## src/rtl/lk_pkg.sv

```systemverilog
// Package: shared encodings for the locked access sequencer.
// Assumes: 3-bit memory type field, 2-bit transaction kind.
package lk_pkg;
    typedef enum logic [1:0] {
        KIND_RD    = 2'd0,
        KIND_RD_LK = 2'd1,
        KIND_WR    = 2'd2,
        KIND_WR_LK = 2'd3
    } kind_e;

    localparam logic [2:0] MT_UC = 3'd0;
    localparam logic [2:0] MT_WB = 3'd6;
endpackage

```

## src/rtl/lk_page_split.sv

```systemverilog
// Module: lk_page_split
// Decides whether an access crosses a page boundary and sizes its halves.
// Assumes: LEN_W <= PAGE_W and len >= 1, so a split leaves both halves non-empty.
module lk_page_split #(
    parameter int ADDR_W = 32,
    parameter int PAGE_W = 12,
    parameter int LEN_W  = 4
) (
    input  logic [ADDR_W-1:0] addr_i,
    input  logic [LEN_W-1:0]  len_i,
    output logic              split_o,
    output logic [LEN_W-1:0]  lo_len_o,
    output logic [ADDR_W-1:0] hi_addr_o,
    output logic [LEN_W-1:0]  hi_len_o
);
    localparam int PN_W = ADDR_W - PAGE_W;

    logic [PAGE_W:0] page_sz;
    logic [PAGE_W:0] off_ext;
    logic [PAGE_W:0] len_ext;
    logic [PAGE_W:0] end_ext;
    logic [PAGE_W:0] room;
    logic [PN_W-1:0] page_nxt;

    // Offset arithmetic one bit wider than the page so the end cannot wrap.
    always_comb begin
        page_sz  = {1'b1, {PAGE_W{1'b0}}};
        off_ext  = {1'b0, addr_i[PAGE_W-1:0]};
        len_ext  = {{(PAGE_W+1-LEN_W){1'b0}}, len_i};
        end_ext  = off_ext + len_ext;
        room     = page_sz - off_ext;
        split_o  = end_ext > page_sz;
        lo_len_o = split_o ? room[LEN_W-1:0] : len_i;
        hi_len_o = len_i - lo_len_o;
        page_nxt = addr_i[ADDR_W-1:PAGE_W] + {{(PN_W-1){1'b0}}, 1'b1};
        hi_addr_o = {page_nxt, {PAGE_W{1'b0}}};
    end
endmodule

```

## src/rtl/lk_mt_policy.sv

```systemverilog
// Module: lk_mt_policy
// Picks the memory type of reads and writes for each half of an access.
// Assumes: use-once forcing applies only to unlocked ownership reads, never to writes.
module lk_mt_policy
    import lk_pkg::*;
(
    input  logic       locked_i,
    input  logic       rfo_i,
    input  logic [2:0] mt_lo_i,
    input  logic [2:0] mt_hi_i,
    output logic [2:0] rd_mt_lo_o,
    output logic [2:0] rd_mt_hi_o,
    output logic [2:0] wr_mt_lo_o,
    output logic [2:0] wr_mt_hi_o
);
    logic use_once;

    // Reads may be forced uncached; writes always keep the page type.
    always_comb begin
        use_once   = rfo_i && !locked_i;
        rd_mt_lo_o = use_once ? MT_UC : mt_lo_i;
        rd_mt_hi_o = use_once ? MT_UC : mt_hi_i;
        wr_mt_lo_o = mt_lo_i;
        wr_mt_hi_o = mt_hi_i;
    end
endmodule

```

## src/rtl/lk_step_decode.sv

```systemverilog
// Module: lk_step_decode
// Maps a step index to the transaction kind, the half it targets and the last-step flag.
// Assumes: step stays below the step count of the current request shape.
module lk_step_decode
    import lk_pkg::*;
(
    input  logic [1:0] step_i,
    input  logic       locked_i,
    input  logic       split_i,
    output kind_e      kind_o,
    output logic       upper_o,
    output logic       last_o
);
    // Fixed orderings per request shape: locked split, locked whole, fill split, fill whole.
    always_comb begin
        kind_o  = KIND_RD;
        upper_o = 1'b0;
        last_o  = 1'b0;
        unique case ({locked_i, split_i})
            2'b11: begin
                unique case (step_i)
                    2'd0: kind_o = KIND_RD_LK;
                    2'd1: begin kind_o = KIND_RD; upper_o = 1'b1; end
                    2'd2: begin kind_o = KIND_WR; upper_o = 1'b1; end
                    default: begin kind_o = KIND_WR_LK; last_o = 1'b1; end
                endcase
            end
            2'b10: begin
                kind_o = (step_i == 2'd0) ? KIND_RD_LK : KIND_WR_LK;
                last_o = (step_i != 2'd0);
            end
            2'b01: begin
                upper_o = (step_i != 2'd0);
                last_o  = (step_i != 2'd0);
            end
            default: last_o = 1'b1;
        endcase
    end
endmodule

```

## src/rtl/lk_bus_sequencer.sv

```systemverilog
// Module: lk_bus_sequencer (top)
// Accepts one request at a time and issues its bus transactions with kind, lock and memory type.
// Assumes: req_len >= 1 and no larger than a page; bus_ready may stall any transaction.
module lk_bus_sequencer
    import lk_pkg::*;
#(
    parameter int ADDR_W = 32,
    parameter int PAGE_W = 12,
    parameter int LEN_W  = 4
) (
    input  logic              clk,
    input  logic              rst_n,
    input  logic              req_valid,
    output logic              req_ready,
    input  logic [ADDR_W-1:0] req_addr,
    input  logic [LEN_W-1:0]  req_len,
    input  logic [2:0]        req_mt_lo,
    input  logic [2:0]        req_mt_hi,
    input  logic              req_locked,
    input  logic              req_rfo,
    output logic              bus_valid,
    input  logic              bus_ready,
    output logic [1:0]        bus_kind,
    output logic              bus_lock,
    output logic [2:0]        bus_mt,
    output logic [ADDR_W-1:0] bus_addr,
    output logic [LEN_W-1:0]  bus_len,
    output logic              done
);
    logic              split_c;
    logic [LEN_W-1:0]  lo_len_c, hi_len_c;
    logic [ADDR_W-1:0] hi_addr_c;
    logic [2:0]        rd_lo_c, rd_hi_c, wr_lo_c, wr_hi_c;

    logic              busy_q, lock_q, done_q, locked_q, split_q;
    logic [1:0]        step_q;
    logic [ADDR_W-1:0] addr_lo_q, addr_hi_q;
    logic [LEN_W-1:0]  len_lo_q, len_hi_q;
    logic [2:0]        rd_lo_q, rd_hi_q, wr_lo_q, wr_hi_q;

    kind_e             cur_kind;
    logic              cur_upper, cur_last;
    logic              req_acc, bus_acc;

    lk_page_split #(.ADDR_W(ADDR_W), .PAGE_W(PAGE_W), .LEN_W(LEN_W)) u_split (
        .addr_i   (req_addr),
        .len_i    (req_len),
        .split_o  (split_c),
        .lo_len_o (lo_len_c),
        .hi_addr_o(hi_addr_c),
        .hi_len_o (hi_len_c)
    );

    lk_mt_policy u_policy (
        .locked_i  (req_locked),
        .rfo_i     (req_rfo),
        .mt_lo_i   (req_mt_lo),
        .mt_hi_i   (req_mt_hi),
        .rd_mt_lo_o(rd_lo_c),
        .rd_mt_hi_o(rd_hi_c),
        .wr_mt_lo_o(wr_lo_c),
        .wr_mt_hi_o(wr_hi_c)
    );

    lk_step_decode u_decode (
        .step_i  (step_q),
        .locked_i(locked_q),
        .split_i (split_q),
        .kind_o  (cur_kind),
        .upper_o (cur_upper),
        .last_o  (cur_last)
    );

    assign req_acc = req_valid && req_ready;
    assign bus_acc = bus_valid && bus_ready;

    // Drive the bus port from the captured request and the decoded step.
    always_comb begin
        req_ready = !busy_q;
        bus_valid = busy_q;
        bus_kind  = cur_kind;
        bus_lock  = lock_q;
        bus_addr  = cur_upper ? addr_hi_q : addr_lo_q;
        bus_len   = cur_upper ? len_hi_q : len_lo_q;
        if (cur_kind[1]) bus_mt = cur_upper ? wr_hi_q : wr_lo_q;
        else             bus_mt = cur_upper ? rd_hi_q : rd_lo_q;
        done      = done_q;
    end

    // Sequence state: capture on request accept, step on bus accept, pulse done at the end.
    always_ff @(posedge clk) begin
        if (!rst_n) begin
            busy_q    <= 1'b0;
            lock_q    <= 1'b0;
            done_q    <= 1'b0;
            locked_q  <= 1'b0;
            split_q   <= 1'b0;
            step_q    <= 2'd0;
            addr_lo_q <= '0;
            addr_hi_q <= '0;
            len_lo_q  <= '0;
            len_hi_q  <= '0;
            rd_lo_q   <= MT_UC;
            rd_hi_q   <= MT_UC;
            wr_lo_q   <= MT_UC;
            wr_hi_q   <= MT_UC;
        end else begin
            done_q <= 1'b0;
            if (req_acc) begin
                busy_q    <= 1'b1;
                lock_q    <= req_locked;
                locked_q  <= req_locked;
                split_q   <= split_c;
                step_q    <= 2'd0;
                addr_lo_q <= req_addr;
                addr_hi_q <= hi_addr_c;
                len_lo_q  <= lo_len_c;
                len_hi_q  <= hi_len_c;
                rd_lo_q   <= rd_lo_c;
                rd_hi_q   <= rd_hi_c;
                wr_lo_q   <= wr_lo_c;
                wr_hi_q   <= wr_hi_c;
            end else if (bus_acc) begin
                if (cur_last) begin
                    busy_q <= 1'b0;
                    lock_q <= 1'b0;
                    done_q <= 1'b1;
                    step_q <= 2'd0;
                end else begin
                    step_q <= step_q + 2'd1;
                end
            end
        end
    end

    // a stalled transaction holds still.
    assert_hold_stall_R8: assert property (@(posedge clk) disable iff (!rst_n)
        (bus_valid && !bus_ready) |=> (bus_valid && $stable(bus_kind) && $stable(bus_mt)
                                       && $stable(bus_addr) && $stable(bus_len) && $stable(bus_lock)));

    // done follows an acceptance and lasts one cycle.
    assert_done_after_accept_R9: assert property (@(posedge clk) disable iff (!rst_n)
        done |-> $past(bus_valid && bus_ready));
    assert_done_single_R9: assert property (@(posedge clk) disable iff (!rst_n)
        done |=> !done);

    // every locked-phase kind is issued under the lock.
    assert_lock_cover_R7: assert property (@(posedge clk) disable iff (!rst_n)
        (bus_valid && bus_kind != 2'd0) |-> bus_lock);

    // without the lock only plain reads appear.
    assert_unlocked_reads_R6: assert property (@(posedge clk) disable iff (!rst_n)
        (bus_valid && !bus_lock) |-> (bus_kind == 2'd0));

    // an accepted request starts its sequence next cycle and closes the request port.
    assert_start_R10: assert property (@(posedge clk) disable iff (!rst_n)
        (req_valid && req_ready) |=> (bus_valid && !req_ready));
endmodule

```

## config.mk

```make
export PLATFORM = sky130hd
export DESIGN_NAME = lk_bus_sequencer
export DESIGN_NICKNAME = d
export VERILOG_FILES = /design/src/rtl/lk_pkg.sv /design/src/rtl/lk_page_split.sv /design/src/rtl/lk_mt_policy.sv /design/src/rtl/lk_step_decode.sv /design/src/rtl/lk_bus_sequencer.sv
export SDC_FILE = /design/constraint.sdc
export NUM_CORES = 1
export LEC_CHECK = 0
export ABC_AREA = 1
export BUFFER_PORTS_ARGS = -buffer_cell sky130_fd_sc_hd__clkbuf_2
export CELL_PAD_IN_SITES_DETAIL_PLACEMENT = 0
export CELL_PAD_IN_SITES_GLOBAL_PLACEMENT = 1
export CORE_MARGIN = 8
export CORE_UTILIZATION = 30
export CTS_CLUSTER_SIZE = 16
export DETAILED_ROUTE_END_ITERATION = 16
export GPL_ROUTABILITY_DRIVEN = 0
export PLACE_DENSITY = 0.72
export SYNTH_ARGS = -nofsm -noshare
export SYNTH_HDL_FRONTEND = slang
export SYNTH_SLANG_ARGS = --single-unit
```

## constraint.sdc

```tcl
create_clock -name clk -period 3.45 [get_ports clk]
set_input_delay 0.345 -clock clk [delete_from_list [all_inputs] [get_ports clk]]
set_output_delay 0.345 -clock clk [all_outputs]
set_load 0.05 [all_outputs]
```

==> reports/qor_table.md <==
| Group | Item | Value |
|---|---|---|
| power | Internal Dissipation | 1.70 mW |
| grt | Total global routing overflow | 0 |
| yosys | Top cell type by total area after synthesis | sky130_fd_sc_hd__dfxtp_1 |
| clock tree | Maximum clock path buffer count | 2 |
| grt | Wire length of the first global-routing pass | 20200 µm |
| job | Max Cap Viol | 0 |
| power | Clock power share | 0.398 |
| critical path | Critical-path maximum fanout | 32 |
| power | Leakage power | 2.53 nW |
| min path | Kind of path behind the tightest hold check | in2reg |
| clock tree | Quantity of gates resized following cts | 0 |
| placed design | Placed wire-length estimate after detailed placement | 9390 µm |
| critical path | CP Class | reg2out |
| critical path | Arr. time, crit path | 2660 ps |
| yosys | Average cell area after synthesis | 6.79 µm² |
| clock tree | Number of buffers inserted to repair setup after CTS | 0 |
| sta | Final Slew Violations | 0 |
| cells and area | Area added between synthesis and finish | 22.8% |
| sta | Worst Clk Skew | 10.7 ps |
| drt | Post-DR wirelength/cell | 13.8 µm |
| drt | DRT Wirelength | 12400 µm |
| sta | Unrepaired setup endpoints after global routing | no |
| critical path | Crit path launch type | flop |
| clock tree | TritonCTS clock tree | yes |
| drt | Antenna Nets Post-Route | 0 |
| power | Part of the power in registers | 0.410 |
| die | Number of ports placed on the die boundary | 93 |
| drt | Detailed-routing iteration count for the pre-antenna-repair pass | 4 |
| yosys | Top post-synthesis cells by area | sky130_fd_sc_hd__dfxtp_1, sky130_fd_sc_hd__nand2_1, sky130_fd_sc_hd__inv_1 |
| cells and area | Count of nets after finishing | 780 |
| clock tree | Worst-skew pair later-pin latency | 340 ps |
| cells and area | Ant diodes | 0 |
| sta | Crit share post-route | 0.870 |
| clock tree | Clock sink total | 79 |
| die | Width of the die | 135 µm |
| sta | Clock period minus final worst setup slack | 3000 ps |
| sta | Setup TNS | 0 ps |
| yosys | Sequential-to-total area share from yosys stat | 0.372 |
| status | Result of the run | completed |
| drt | Total number of vias | 4254 |
| sta | Setup-violating endpoint count in the final report | 0 |
| die | Row count | 43 |
| sta | Endpoints failing hold | 0 |
| power | Reported net switching power | 725 µW |
| yosys | Top-area cell type share of the netlist area | 0.372 |
| grt | Initial antenna violation count | 1 |
| power | Power density relative to cell area | 465 mW/mm² |
| drt | Number of vias per cell | 4.73 |
| power | Net switching fraction of the power | 0.299 |
| cells and area | Finished Core Util | 0.376 |
| drt | Final routed DRC violation total | 0 |
| die | Area of the placeable core | 0.0139 mm² |
| sta | Highest clock rate | 0.333 GHz |
| clock tree | Clock-pin slew of the registers on the worst-case setup and hold paths | 60 ps |
| placed design | Port Buffers | 92 |
| clock tree | Clock root buffer | sky130_fd_sc_hd__clkbuf_16 |
| clock tree | TritonCTS buffer count | 9 |
| yosys | Post-synthesis instance area | 0.00425 mm² |
| yosys | Seq cells post-synth | 79 |
| die | Initial standard-cell utilization of the core | 0.306 |
| die | Y dimension of the die | 135 µm |
| cells and area | Fraction of layout cells with a size suffix above 1 | 0.182 |
| critical path | CP endpoint kind | output port |
| sta | Rel. slew slack | 0.589 |
| power | Relative contribution of combinational cells to total power | 0.192 |
| yosys | Post-Synthesis Net Count | 691 |
| grt | Vias in the first global route | 4169 |
| critical path | CP Data Required Time | 3110 ps |
| clock tree | CTS HTree Levels | 3 |
| drt | Number of design-rule violations left by the first detailed-router iteration | 226 |
| sta | Slew at the pin closest to its max-slew limit | 614 ps |
| grt | Pin count of the biggest net entering global routing | 34 |
| yosys | Unique cell type count in the Yosys netlist | 38 |
| power | Peak ir drop on the vdd network | 208 µV |
| grt | Overall track demand over capacity in global routing | 0.137 |
| yosys | Warnings, synthesis | 0 |
| die | DIE AREA | 0.0182 mm² |
| clock tree | # hold bufs at CTS | 0 |
| power | Total power | 2.42 mW |
| yosys | Number of instances in the synthesized netlist | 626 |
-- stage by stage --
stage	instance area [µm²]	instances	hold WS [ps]	worst slack, ps
6_report	5220	899	223	449
5_1_grt	5220	899	229	194
4_1_cts	5220	899	213	395
3_5_place_dp	4920	884	440	167
3_3_place_gp	4920	884	433	274
2_1_floorplan	4250	626	421	556
-- critical path, cell delays in order, from the launching register on --
cell and delay, ps:
sky130_fd_sc_hd__dfxtp_1 370, sky130_fd_sc_hd__inv_1 80, sky130_fd_sc_hd__ha_1 330, sky130_fd_sc_hd__nand2_1 70, sky130_fd_sc_hd__nand2_2 470, sky130_fd_sc_hd__inv_1 300
sky130_fd_sc_hd__nand2_1 120, sky130_fd_sc_hd__o21ai_0 90, sky130_fd_sc_hd__o22ai_1 180, sky130_fd_sc_hd__clkbuf_2 300
-- power by group through the flow --
stage          Combinational (mW)  Clock [mW]  Sequential (mW)
6_report                    0.466       0.964            0.995
3_5_place_dp                0.467           0             1.01
2_1_floorplan               0.321           0             1.02
4_1_cts                     0.469       0.994            0.994
5_1_grt                     0.514        1.04             1.00
3_3_place_gp                0.461           0             1.01
-- metal layers --
| metal | global-route usage | wire length, µm |
|---|---|---|
| met5 | 0 | 13 |
| met4 | 0.0487 | 150 |
| met3 | 0.0360 | 564 |
| met2 | 0.229 | 5840 |
| met1 | 0.166 | 5820 |
-- cell type report --
class                   instances  area (µm²)
flip-flops and latches         79        1580
multi-input cells             407        2140
clock inverters                 3        42.5
repair buffers                100         533
well taps                     180         225
inverters                     118         443
clock buffers                  12         256
fillers                      1498        8660
-- cells in the final DEF (no fill, tap or decap), types with 2 or more instances in the layout --
cell type / instances
sky130_fd_sc_hd__clkbuf_16: 9
sky130_fd_sc_hd__dfxtp_1: 79
sky130_fd_sc_hd__a22o_1: 4
sky130_fd_sc_hd__nor2_2: 2
sky130_fd_sc_hd__o31ai_1: 7
sky130_fd_sc_hd__nand2_1: 133
sky130_fd_sc_hd__a31oi_1: 4
sky130_fd_sc_hd__nand3_2: 5
sky130_fd_sc_hd__clkbuf_8: 2
sky130_fd_sc_hd__ha_1: 16
sky130_fd_sc_hd__o21bai_1: 2
sky130_fd_sc_hd__a22oi_1: 6
sky130_fd_sc_hd__buf_4: 7
sky130_fd_sc_hd__nand3_1: 31
sky130_fd_sc_hd__nand4_1: 8
sky130_fd_sc_hd__nor2_1: 59
sky130_fd_sc_hd__o22ai_1: 28
sky130_fd_sc_hd__nand2_2: 5
sky130_fd_sc_hd__o21ai_0: 67
sky130_fd_sc_hd__xor2_1: 5
sky130_fd_sc_hd__a211oi_1: 3
sky130_fd_sc_hd__a21oi_1: 2
sky130_fd_sc_hd__inv_1: 116
sky130_fd_sc_hd__nor3_1: 7
sky130_fd_sc_hd__clkbuf_2: 92
sky130_fd_sc_hd__o211ai_1: 3
-- final timing paths --
path                              startpoint             to  slack (ps)  cells past startpoint
worst max-delay path               step_q[0]      bus_mt[0]         450                      9
worst min-delay path            req_mt_hi[1]     wr_hi_q[1]         220                      3
worst max register to register     bus_valid  addr_lo_q[26]        1480                      5
worst min register to register    wr_hi_q[0]     wr_hi_q[0]         450                      2
-- Yosys cell counts (all sizes together) --
master / instances
a32o: 1
a21oi: 3
o31ai: 7
a211oi: 3
or4: 1
xnor2: 1
dfxtp: 79
or2: 1
inv: 117
buf: 5
nor2: 61
a2111oi: 1
xor2: 5
fa: 1
a22oi: 6
o22ai: 28
o21ai: 67
clkinv: 1
nand3: 36
a31oi: 4
o211ai: 3
nand2: 138
ha: 16
nor3: 8
o21bai: 2
nand4: 9
clkbuf: 17
nor4: 1
a22o: 4
-- cells by family (layout without fill, tap and decap cells) --
| group | count (synthesis) | count (layout) | share of synthesized area |
|---|---|---|---|
| simple gates | 255 | 255 | 0.258 |
| xor+xnor | 6 | 6 | 0.0124 |
| flops | 79 | 79 | 0.372 |
| buf+inv | 140 | 233 | 0.126 |
| compound gates | 129 | 129 | 0.180 |
| fa+ha+maj | 17 | 17 | 0.0518 |
-- sequential cells by signal, summed over array words and instances, names as in the netlist, 2 cells and up --
| name | cells |
|---|---|
| addr_lo_q | 32 |
| addr_hi_q | 20 |
| len_hi_q | 4 |
| len_lo_q | 4 |
| rd_hi_q | 3 |
| rd_lo_q | 3 |
| wr_hi_q | 3 |
| wr_lo_q | 3 |
| step_q | 2 |
No activity file was read; power rests on OpenSTA's default activity.
